===== src/rtl/tod_pkg.sv =====
package tod_pkg;
  localparam int DW = 8;
  localparam int ALARM_FIELDS = 3;
  localparam logic [2:0] DIV_RUN = 3'b010;

  typedef logic [DW-1:0] byte_t;

  typedef struct packed {
    byte_t year;
    byte_t mon;
    byte_t dom;
    byte_t dow;
    byte_t hour;
    byte_t min;
    byte_t sec;
  } tod_t;

  typedef struct packed {
    logic advance;
    logic finish;
  } strobe_t;

  function automatic byte_t toBcd(byte_t v);
    return byte_t'(((v / 8'd10) << 4) | (v % 8'd10));
  endfunction

  function automatic byte_t fromBcd(byte_t x);
    return byte_t'(byte_t'(x[7:4]) * 8'd10 + byte_t'(x[3:0]));
  endfunction

  function automatic byte_t encVal(byte_t v, logic bin);
    return bin ? v : toBcd(v);
  endfunction

  function automatic byte_t decVal(byte_t x, logic bin);
    return bin ? x : fromBcd(x);
  endfunction

  function automatic byte_t monthDays(byte_t mon, byte_t year);
    case (mon)
      8'd2:                       return (year[1:0] == 2'b00) ? 8'd29 : 8'd28;
      8'd4, 8'd6, 8'd9, 8'd11:    return 8'd30;
      default:                    return 8'd31;
    endcase
  endfunction

  function automatic tod_t encTod(tod_t t, logic bin, logic h24);
    tod_t r;
    r.sec  = encVal(t.sec, bin);
    r.min  = encVal(t.min, bin);
    r.dow  = encVal(t.dow, bin);
    r.dom  = encVal(t.dom, bin);
    r.mon  = encVal(t.mon, bin);
    r.year = encVal(t.year, bin);
    if (h24) r.hour = encVal(t.hour, bin);
    else     r.hour = encVal(t.hour % 8'd12, bin) | ((t.hour >= 8'd12) ? 8'h80 : 8'h00);
    return r;
  endfunction

  function automatic tod_t decTod(tod_t x, logic bin, logic h24);
    tod_t r;
    r.sec  = decVal(x.sec, bin);
    r.min  = decVal(x.min, bin);
    r.dow  = decVal(x.dow, bin);
    r.dom  = decVal(x.dom, bin);
    r.mon  = decVal(x.mon, bin);
    r.year = decVal(x.year, bin);
    if (h24) r.hour = decVal(x.hour, bin);
    else     r.hour = (decVal({1'b0, x.hour[6:0]}, bin) % 8'd12) + (x.hour[7] ? 8'd12 : 8'd0);
    return r;
  endfunction
endpackage


===== src/rtl/tod_ctrl.sv =====
module tod_ctrl
  import tod_pkg::*;
#(
  parameter int UPD_CYCLES = 990
) (
  input  logic       clk,
  input  logic       rstN,
  input  logic       secTick,
  input  logic [2:0] divCtl,
  input  logic       loadStb,
  input  logic       setHold,
  output strobe_t    strb,
  output logic       uip
);
  localparam int CW = $clog2(UPD_CYCLES + 1);

  logic          busy;
  logic [CW-1:0] winCnt;

  always_comb begin
    strb = '0;
    strb.advance = secTick && (divCtl == DIV_RUN) && !busy && !loadStb;
    strb.finish  = busy && (winCnt == CW'(UPD_CYCLES - 1));
  end

  always_ff @(posedge clk) begin
    if (!rstN) begin
      busy   <= 1'b0;
      winCnt <= '0;
    end else if (strb.advance) begin
      busy   <= 1'b1;
      winCnt <= '0;
    end else if (strb.finish) begin
      busy   <= 1'b0;
    end else if (busy) begin
      winCnt <= winCnt + 1'b1;
    end
  end

  always_ff @(posedge clk) begin
    if (!rstN)             uip <= 1'b0;
    else if (setHold)      uip <= 1'b0;
    else if (strb.advance) uip <= 1'b1;
    else if (strb.finish)  uip <= 1'b0;
  end


  uip_rise_chk: assert property (@(posedge clk) disable iff (!rstN)
    strb.advance && !setHold |=> uip);


  uip_fall_chk: assert property (@(posedge clk) disable iff (!rstN)
    strb.finish |=> !uip);


  uip_set_low_chk: assert property (@(posedge clk) disable iff (!rstN)
    setHold |=> !uip);
endmodule


===== src/rtl/tod_dpath.sv =====
module tod_dpath
  import tod_pkg::*;
(
  input  logic        clk,
  input  logic        rstN,
  input  strobe_t     strb,
  input  logic [2:0]  divCtl,
  input  logic        binMode,
  input  logic        hr24,
  input  logic        setHold,
  input  logic        alarmEn,
  input  logic        doneEn,
  input  logic        flagClr,
  input  logic        loadStb,
  input  tod_t        loadVal,
  input  logic [ALARM_FIELDS-1:0][DW-1:0] almVal,
  output tod_t        vis,
  output logic        irqFlag,
  output logic        alarmFlag,
  output logic        doneFlag
);
  tod_t cur;
  tod_t nextTod;
  tod_t nowFmt;
  logic prevSet;
  logic setFall;

  // carry chain for the one-second step
  logic c1, c2, c3, c4, c5;
  always_comb begin
    c1 = (cur.sec == 8'd59);
    c2 = c1 && (cur.min == 8'd59);
    c3 = c2 && (cur.hour == 8'd23);
    c4 = c3 && (cur.dom == monthDays(cur.mon, cur.year));
    c5 = c4 && (cur.mon == 8'd12);
    nextTod.sec  = c1 ? 8'd0 : cur.sec + 8'd1;
    nextTod.min  = c1 ? (c2 ? 8'd0 : cur.min + 8'd1) : cur.min;
    nextTod.hour = c2 ? (c3 ? 8'd0 : cur.hour + 8'd1) : cur.hour;
    nextTod.dow  = c3 ? ((cur.dow == 8'd7) ? 8'd1 : cur.dow + 8'd1) : cur.dow;
    nextTod.dom  = c3 ? (c4 ? 8'd1 : cur.dom + 8'd1) : cur.dom;
    nextTod.mon  = c4 ? (c5 ? 8'd1 : cur.mon + 8'd1) : cur.mon;
    nextTod.year = c5 ? ((cur.year == 8'd99) ? 8'd0 : cur.year + 8'd1) : cur.year;
  end

  assign setFall = prevSet && !setHold;
  assign nowFmt  = encTod(cur, binMode, hr24);

  always_ff @(posedge clk) begin
    if (!rstN) prevSet <= 1'b0;
    else       prevSet <= setHold;
  end

  // internal binary time
  always_ff @(posedge clk) begin
    if (!rstN) begin
      cur <= '{year: 8'd0, mon: 8'd1, dom: 8'd1, dow: 8'd1, hour: 8'd0, min: 8'd0, sec: 8'd0};
    end else if (loadStb && !setHold) begin
      cur <= decTod(loadVal, binMode, hr24);
    end else if (setFall) begin
      cur <= decTod(vis, binMode, hr24);
    end else if (strb.advance) begin
      cur <= nextTod;
    end
  end

  // host-visible registers
  always_ff @(posedge clk) begin
    if (!rstN) begin
      vis <= '{year: 8'h00, mon: 8'h01, dom: 8'h01, dow: 8'h01, hour: 8'h00, min: 8'h00, sec: 8'h00};
    end else if (loadStb) begin
      vis <= loadVal;
    end else if (strb.finish && !setHold) begin
      vis <= nowFmt;
    end
  end

  // alarm comparison, one lane per field
  logic [ALARM_FIELDS-1:0][DW-1:0] nowVal;
  logic [ALARM_FIELDS-1:0]         fieldHit;
  assign nowVal = {nowFmt.hour, nowFmt.min, nowFmt.sec};

  generate
    for (genvar i = 0; i < ALARM_FIELDS; i++) begin : g_alm
      assign fieldHit[i] = (almVal[i][DW-1:DW-2] == 2'b11) || (almVal[i] == nowVal[i]);
    end
  endgenerate

  logic setAlarm, setDone;
  assign setAlarm = strb.finish && alarmEn && (&fieldHit);
  assign setDone  = strb.finish && doneEn;

  always_ff @(posedge clk) begin
    if (!rstN) begin
      alarmFlag <= 1'b0;
      doneFlag  <= 1'b0;
      irqFlag   <= 1'b0;
    end else begin
      alarmFlag <= setAlarm | (alarmFlag & ~flagClr);
      doneFlag  <= setDone  | (doneFlag  & ~flagClr);
      irqFlag   <= setAlarm | setDone | (irqFlag & ~flagClr);
    end
  end


  hold_time_chk: assert property (@(posedge clk) disable iff (!rstN)
    (divCtl != DIV_RUN) && !loadStb && !setFall |=> $stable(cur));


  vis_freeze_chk: assert property (@(posedge clk) disable iff (!rstN)
    setHold && !loadStb |=> $stable(vis));


  alarm_irq_chk: assert property (@(posedge clk) disable iff (!rstN)
    alarmFlag |-> irqFlag);


  done_irq_chk: assert property (@(posedge clk) disable iff (!rstN)
    doneFlag |-> irqFlag);
endmodule


===== src/rtl/tod_engine.sv =====
module tod_engine
  import tod_pkg::*;
#(
  parameter int UPD_CYCLES = 990
) (
  input  logic       clk,
  input  logic       rstN,
  input  logic       secTick,
  input  logic [2:0] divCtl,
  input  logic       binMode,
  input  logic       hr24,
  input  logic       setHold,
  input  logic       alarmEn,
  input  logic       doneEn,
  input  logic       flagClr,
  input  logic       loadStb,
  input  logic [7:0] loadSec,
  input  logic [7:0] loadMin,
  input  logic [7:0] loadHour,
  input  logic [7:0] loadDow,
  input  logic [7:0] loadDom,
  input  logic [7:0] loadMon,
  input  logic [7:0] loadYear,
  input  logic [7:0] alarmSec,
  input  logic [7:0] alarmMin,
  input  logic [7:0] alarmHour,
  output logic       uip,
  output logic [7:0] visSec,
  output logic [7:0] visMin,
  output logic [7:0] visHour,
  output logic [7:0] visDow,
  output logic [7:0] visDom,
  output logic [7:0] visMon,
  output logic [7:0] visYear,
  output logic       irqFlag,
  output logic       alarmFlag,
  output logic       doneFlag
);
  strobe_t strb;
  tod_t    loadVal;
  tod_t    vis;
  logic [ALARM_FIELDS-1:0][DW-1:0] almVal;

  assign loadVal = '{year: loadYear, mon: loadMon, dom: loadDom, dow: loadDow,
                     hour: loadHour, min: loadMin, sec: loadSec};
  assign almVal  = {alarmHour, alarmMin, alarmSec};

  tod_ctrl #(.UPD_CYCLES(UPD_CYCLES)) u_ctrl (
    .clk     (clk),
    .rstN    (rstN),
    .secTick (secTick),
    .divCtl  (divCtl),
    .loadStb (loadStb),
    .setHold (setHold),
    .strb    (strb),
    .uip     (uip)
  );

  tod_dpath u_dpath (
    .clk       (clk),
    .rstN      (rstN),
    .strb      (strb),
    .divCtl    (divCtl),
    .binMode   (binMode),
    .hr24      (hr24),
    .setHold   (setHold),
    .alarmEn   (alarmEn),
    .doneEn    (doneEn),
    .flagClr   (flagClr),
    .loadStb   (loadStb),
    .loadVal   (loadVal),
    .almVal    (almVal),
    .vis       (vis),
    .irqFlag   (irqFlag),
    .alarmFlag (alarmFlag),
    .doneFlag  (doneFlag)
  );

  assign visSec  = vis.sec;
  assign visMin  = vis.min;
  assign visHour = vis.hour;
  assign visDow  = vis.dow;
  assign visDom  = vis.dom;
  assign visMon  = vis.mon;
  assign visYear = vis.year;
endmodule


===== config.mk =====
export PLATFORM = sky130hd
export DESIGN_NAME = tod_engine
export DESIGN_NICKNAME = d
export VERILOG_FILES = /design/src/rtl/tod_pkg.sv /design/src/rtl/tod_ctrl.sv /design/src/rtl/tod_dpath.sv /design/src/rtl/tod_engine.sv
export SDC_FILE = /design/constraint.sdc
export NUM_CORES = 1
export LEC_CHECK = 0
export BUFFER_PORTS_ARGS = -buffer_cell sky130_fd_sc_hd__buf_2
export CAP_MARGIN = 20
export CORE_ASPECT_RATIO = 1.2
export CORE_MARGIN = 3
export CORE_UTILIZATION = 33
export CTS_CLUSTER_SIZE = 24
export DETAILED_ROUTE_END_ITERATION = 7
export GPL_ROUTABILITY_DRIVEN = 0
export PLACE_DENSITY = 0.54
export SLEW_MARGIN = 5
export SYNTH_ARGS = -nofsm -noshare
export SYNTH_HDL_FRONTEND = slang
export SYNTH_SLANG_ARGS = --single-unit
export TNS_END_PERCENT = 5

===== constraint.sdc =====
create_clock -name clk -period 12.1 [get_ports clk]
set_input_delay 2.42 -clock clk [delete_from_list [all_inputs] [get_ports clk]]
set_output_delay 2.42 -clock clk [all_outputs]
set_load 0.01 [all_outputs]

### Word level (Yosys, flattened, before mapping)

Cells that the tools add are included.

| storage, ports and cells | value |
|---|---|
| output and inout port bits | 60 |
| bits of input ports | 93 |
| word-level logic and storage cells | 213 |
| register bits after elaboration | 128 |

| cells by class | value |
|---|---|
| div/mod/pow operators | 19 |
| multiplexer cells | 52 |
| bitwise operators | 19 |
| $add $sub $neg | 26 |
| $lt $le $gt $ge | 1 |
| equal/unequal tests | 20 |
| reduce and logical (&&, ||, !) cells | 39 |
| multiply operators | 16 |

Operators by type and width:

| cell | number |
|---|---|
| two-way mux 8 bit | 41 |
| two-way mux 56 bit | 5 |
| adder 8 x 4 -> 8 bit | 14 |
| multiplier 4 x 3 -> 7 bit, second input constant | 14 |
| remainder unit 8 x 4 -> 8 bit, second input constant | 11 |
| OR 8 bit | 9 |
| divider 8 x 4 -> 8 bit, second input constant | 8 |
| adder 8 x 1 -> 8 bit, second input constant | 7 |
| equality test 8 bit | 4 |
| equality test 8 x 3 -> 1 bit, second input constant | 3 |
| equality test 8 x 4 -> 1 bit, second input constant | 3 |
| nonzero test 3 bit | 6 |
| adder 7 x 4 -> 8 bit | 2 |
| adder 8 bit | 2 |
| equality test 8 x 6 -> 1 bit, second input constant | 2 |
| case mux 8 bit (2 select lines) | 1 |
| logical AND 1 bit | 14 |
| multiplier 3 x 3 -> 6 bit, second input constant | 2 |
| AND reduction 2 bit | 6 |
| adder 10 x 1 -> 10 bit, second input constant | 1 |
| equality test 10 bit, second input constant | 1 |
| equality test 8 x 2 -> 1 bit, second input constant | 1 |
| equality test 8 x 5 -> 1 bit, second input constant | 1 |
| equality test 8 x 7 -> 1 bit, second input constant | 1 |
| other kinds (15) | 33 |

### Depth between registers and ports, before layout

| logic depth | value |
|---|---|
| word-level depth | 12 |
| gate-level depth with buffers | 20 |
| depth with buffers taken out | 20 |

### Modules after synthesis

Synthesis repeated with hierarchy kept, for this count alone.

| second synthesis, totals | value |
|---|---|
| cells, all modules | 2634 |
| area, all modules | 18584.1 um^2 |

By module, submodules not included:

| module | cells each | times used | area each (um^2) | sequential area each (um^2) |
|---|---|---|---|---|
| tod_dpath | 2565 | 1 | 18001.0 | 2322.2 |
| tod_ctrl | 69 | 1 | 583.1 | 240.2 |

### Worst setup path after synthesis

Ideal clock, no wire load.

| path | value |
|---|---|
| kind | input to register |
| start point | input loadHour[4] |
| end point | register u_dpath.cur[19] in the netlist's numbering |
| stages on the path | 15 |
| arrival time | 5.899 ns |
| buffers on the path | 0 |
| setup slack | 6.136 ns |
| data required time | 12.035 ns |
| setup time | 0.065 ns |
| path through | ha_1 > ha_1 > a21oi_1 > xnor2_1 > a21boi_0 > nor3_1 > o32a_1 > ha_1 > nor2_1 > mux2_2 > fa_1 > mux2i_1 > a211oi_1 > a21oi_1 > nor2b_1 |

| between the ends | value |
|---|---|
| cells in the longest elaborated chain, start to end | 7 |
| elaborated cells on any way between the ends | 10 |
| those cells by class | add/sub (3); mul (2); div (1); mux (4) |

Ends and longest elaborated chain:

| item | line | RTL |
|---|---|---|
| from (decl) | tod_engine.sv:19 | `input logic [7:0] loadHour,` |
| multiplier 3 x 3 -> 6 bit | tod_pkg.sv:28 | `return byte_t'(byte_t'(x[7:4]) * 8'd10 + byte_t'(x[3:0]));` |
| adder 7 x 4 -> 8 bit | tod_pkg.sv:28 |  |
| two-way mux 8 bit | tod_pkg.sv:36 | `return bin ? x : fromBcd(x);` |
| remainder unit 8 x 4 -> 8 bit | tod_pkg.sv:69 | `else r.hour = (decVal({1'b0, x.hour[6:0]}, bin) % 8'd12) + (x.hour[7] ? 8'd12 : 8'd0);` |
| adder 8 bit | tod_pkg.sv:69 |  |
| two-way mux 8 bit (*) | tod_pkg.sv:68 | `if (h24) r.hour = decVal(x.hour, bin);` |
| two-way mux 56 bit (*) | tod_dpath.sv:57 | `end else if (loadStb && !setHold) begin` |
| to (signal assigned) | tod_dpath.sv:56 | `cur <= '{year: 8'd0, mon: 8'd1, dom: 8'd1, dow: 8'd1, hour: 8'd0, min: 8'd0, sec: 8'd0};` |
| to (signal assigned) | tod_dpath.sv:58 | `cur <= decTod(loadVal, binMode, hr24);` |
| to (signal assigned) | tod_dpath.sv:60 | `cur <= decTod(vis, binMode, hr24);` |
| to (decl) | tod_dpath.sv:22 | `tod_t cur;` |

Every way passes the cells marked *; elsewhere a longest branch is shown, timed or not.
A chain may end at the register's enable or synchronous reset.

### Final worst setup path

| path | value |
|---|---|
| start point | input binMode |
| end point | register u_dpath.cur[19] in the netlist's numbering |

| between the ends | value |
|---|---|
| cells in the longest elaborated chain, start to end | 6 |
| elaborated cells on any way between the ends | 12 |
| those cells by class | add/sub (2); div (2); mux (8) |

Ends and longest elaborated chain:

| item | line | RTL |
|---|---|---|
| from (decl) | tod_engine.sv:10 | `input logic binMode,` |
| two-way mux 8 bit | tod_pkg.sv:36 |  |
| remainder unit 8 x 4 -> 8 bit | tod_pkg.sv:69 |  |
| adder 8 bit | tod_pkg.sv:69 |  |
| two-way mux 8 bit | tod_pkg.sv:68 |  |
| two-way mux 56 bit | tod_dpath.sv:59 | `end else if (setFall) begin` |
| two-way mux 56 bit (*) | tod_dpath.sv:57 |  |

Marked as above.

==> flow_summary_export.csv <==
group,metric,value,unit
synthesis,synth_top_family_by_area,"compound AO/OA/AOI/OAI gates",
power,power_density,88.9,nW/um^2
timing,grt_setup_unrepaired,"no",
timing,worst_slew_pin_slew,1.04,ns
cts,cts_max_path_buffers,2,
timing,slew_viol_final,0,
cts,htreeDepth,4,
floorplanning,die_w,220,microns
synthesis,yosys.area_share.adder,13.7,%
floorplanning,dieArea,57800,sq um
floorplanning,die_y,263,microns
synthesis,synth_xor_area_share,8.63,%
detailed_routing,ant_nets,0,
synthesis,synth_area_per_cell,7.34,sq um
cells_and_area,fin_nets,2753,
placement,portBuffers,152,
cts,cts_buffers,17,
cts,cts.clk_slew.worst_paths,0.06,ns
critical_path,startpoint_type,"input pin",
synthesis,yosysMostFrequentCell,"nand2_1",
timing,hold_viol,0,
synthesis,syn_inst,2472,
flow_run,drv_cap,0,
critical_path,slowest_stage,"buf_6",
power,ir_drop,0.0998,mV
global_route,grt_pass1_vias,18400,
synthesis,synth-compound-area-share,30.3,%
timing,setup_viol,0,
synthesis,synth.top_cell.area_share,14.1,%
cts,cts-resized-gates,0,
synthesis,yosysWarnings,0,
global_route,antenna_found_initial,2,
cells_and_area,design_area,19700,sq um
floorplanning,core_area,54000,sq um
cells_and_area,fin_cells,3204,
cells_and_area,area_growth,8.69,%
cts,cts_setup_buffers,0,
global_route,grt-ovfl-total,0,
cts,cts_tree,"yes",
timing,clock_skew,0.0139,ns
min_path,hp-class,"flip-flop to flip-flop",
cts,cts_sinks,128,
critical_path,critPathMaxStageDelay,0.56,ns
synthesis,yosys-top-cells-count,"nand2_1, nor2_1, a21oi_1",
run_status,status,"complete, no violations",
critical_path,critPathCaptureType,"flip-flop",
floorplanning,row_count,93,
synthesis,synth_nets,2743,
synthesis,synth_cell_type_count,115,
detailed_routing,wl,64800,microns
timing,finalCriticalPeriod,6.29,ns
detailed_routing,vias,18800,
synthesis,seq_area_frac_synth,14.1,%
synthesis,async_reset_ff_share,0,%
timing,relSlewSlack,30.7,%
floorplanning,initial_core_util,33.6,%
critical_path,crit_required,12.44,ns
cts,hold_buffers,0,
placement,hpwl,46900,microns
placement,placed_cell_area,19100,sq um
power,leakage,7.84,nW
critical_path,critPathBufInv,3,
timing,tns,0,ns
critical_path,worstSetupPathType,"input pin to flip-flop",
synthesis,synth_area_leader_cell,"dfxtp_1",
critical_path,reg2reg_slack,6.90,ns
detailed_routing,wl_per_cell,20.2,microns
global_route,grt_max_degree,121,
synthesis,synth-edff-count,0,
cts,root_buffer,"clkbuf_16",
timing,fin_crit_sh,52.0,%
global_route,grt_pass1_wl,102000,microns
synthesis,synth-seq-cells,128,
synthesis,syn_area,18100,sq um
synthesis,synth.mux.area_fraction,3.59,%
critical_path,cp.arrival,6.63,ns
detailed_routing,remaining_drc_errors,0,
critical_path,critical_path.cell_chain,"buf_6, inv_2, buf_4, o21a_1, a22o_1, xnor2_1, a221oi_1, a21oi_1, ha_1, nor2_1, mux2_2, fa_1, mux2i_1, nor2_1, a311oi_1, a211oi_1, a21oi_1, nor2b_1",
critical_path,crit_family,"compound AO/OA/AOI/OAI gates",
placement,placed_cells,3174,
synthesis,synth_flop_cell,"dfxtp_1",
synthesis,synth.area.top_cells,"dfxtp_1, ha_1, a21oi_1",
detailed_routing,drt_iter0_markers,1403,
cells_and_area,layout-drive-gt1-share,11.0,%
critical_path,path_max_fanout,107,
detailed_routing,viasPerCell,5.88,
floorplanning,ios,153,
synthesis,yosys.area_share.simple,22.9,%
timing,fmax,159,MHz
detailed_routing,drtPass1Iterations,5,
cts,insertion_delay,0.45,ns
global_route,track_usage,21.8,%
where the power goes:
group | total, mW | switching [mW] | leakage (nW) | internal (mW)
combinational | 0.718 | 0.425 | 6.51 | 0.293
clock | 0.522 | 0.209 | 0.276 | 0.313
sequential | 0.512 | 0.0661 | 1.05 | 0.446
worst paths after layout:
path / to / cells past startpoint / from
worst max-delay path: u_dpath.cur[19]$_SDFFE_PN0P_ / 18 / binMode
worst min register to register: u_dpath.alarmFlag$_SDFF_PN0_ / 2 / u_dpath.alarmFlag$_SDFF_PN0_
worst min-delay path: u_dpath.alarmFlag$_SDFF_PN0_ / 2 / u_dpath.alarmFlag$_SDFF_PN0_
worst max register to register: u_dpath.alarmFlag$_SDFF_PN0_ / 14 / u_dpath.cur[4]$_SDFFE_PN0P_
flip-flops by register name (all words and copies together), names as in the netlist:
register and flops:
u_dpath.alarmFlag 1, u_ctrl.uip 1, u_dpath.irqFlag 1, u_dpath.cur 56, u_ctrl.busy 1, u_dpath.prevSet 1
u_dpath.vis 56, u_ctrl.winCnt 10, u_dpath.doneFlag 1
metrics by stage:
stage               util, %  power (mW)  hold slack [ns]  setup slack, ns
floorplan                 -        1.04            0.458             6.14
global placement       35.5        1.21            0.453             5.48
detailed placement     35.5        1.23            0.466             5.39
CTS                    36.5        1.75            0.474             5.85
global route           36.5        1.86            0.485             5.50
finish                 36.5        1.75            0.471             5.81
placed cells by master (no fill, tap or decap), types with 19 or more instances in the layout:
cell type / n
nand2_1: 232
nand2b_1: 38
fa_1: 30
a21oi_1: 183
a221oi_1: 21
mux2i_1: 52
dfxtp_1: 128
a21boi_0: 28
nor2b_1: 67
a21o_1: 31
xnor2_1: 92
nor3_1: 61
inv_1: 84
a211o_1: 22
o211ai_1: 67
nand3_1: 76
o31ai_1: 20
xor2_1: 83
o21ai_0: 158
a31oi_1: 19
or3_1: 19
o221ai_1: 22
buf_2: 150
buf_4: 25
a211oi_1: 53
nor2_1: 196
ha_1: 148
and2_1: 21
metal layers:
layer | routed length [microns] | GRT usage [%] | vias to the layer above | share of wire [%]
met2 | 31800 | 37.8 | 597 | 49
met4 | 2430 | 9.16 | 2 | 3.8
met3 | 2800 | 2.56 | 134 | 4.3
li1 | - | - | 9055 | -
met5 | 13 | 0 | - | 0.020
met1 | 27700 | 27.2 | 9043 | 43
cell type report:
class	count	area, sq um
fillers	5755	34300
diodes	1	2.50
clock inverters	7	87.6
repair buffers	178	977
flip-flops and latches	128	2560
multi-input cells	2069	14400
clock buffers	21	470
inverters	88	330
well taps	712	891
worst min-delay path, stage by stage (launching register included):
cell and delay (ns):
dfxtp_1 0.31, nand2_1 0.06, o21bai_1 0.05
cells by family (layout without fill, tap and decap cells):
logic type	after synthesis	count (layout)
AOI/OAI and AO/OA	809	809
xor gates and xnor gates	177	177
adders and majority gates	182	182
buffers and inverters	275	294
DFF	128	128
muxes	63	63
other	0	1
and+or+nand+nor	838	838
(Power assumes the default switching activity.)
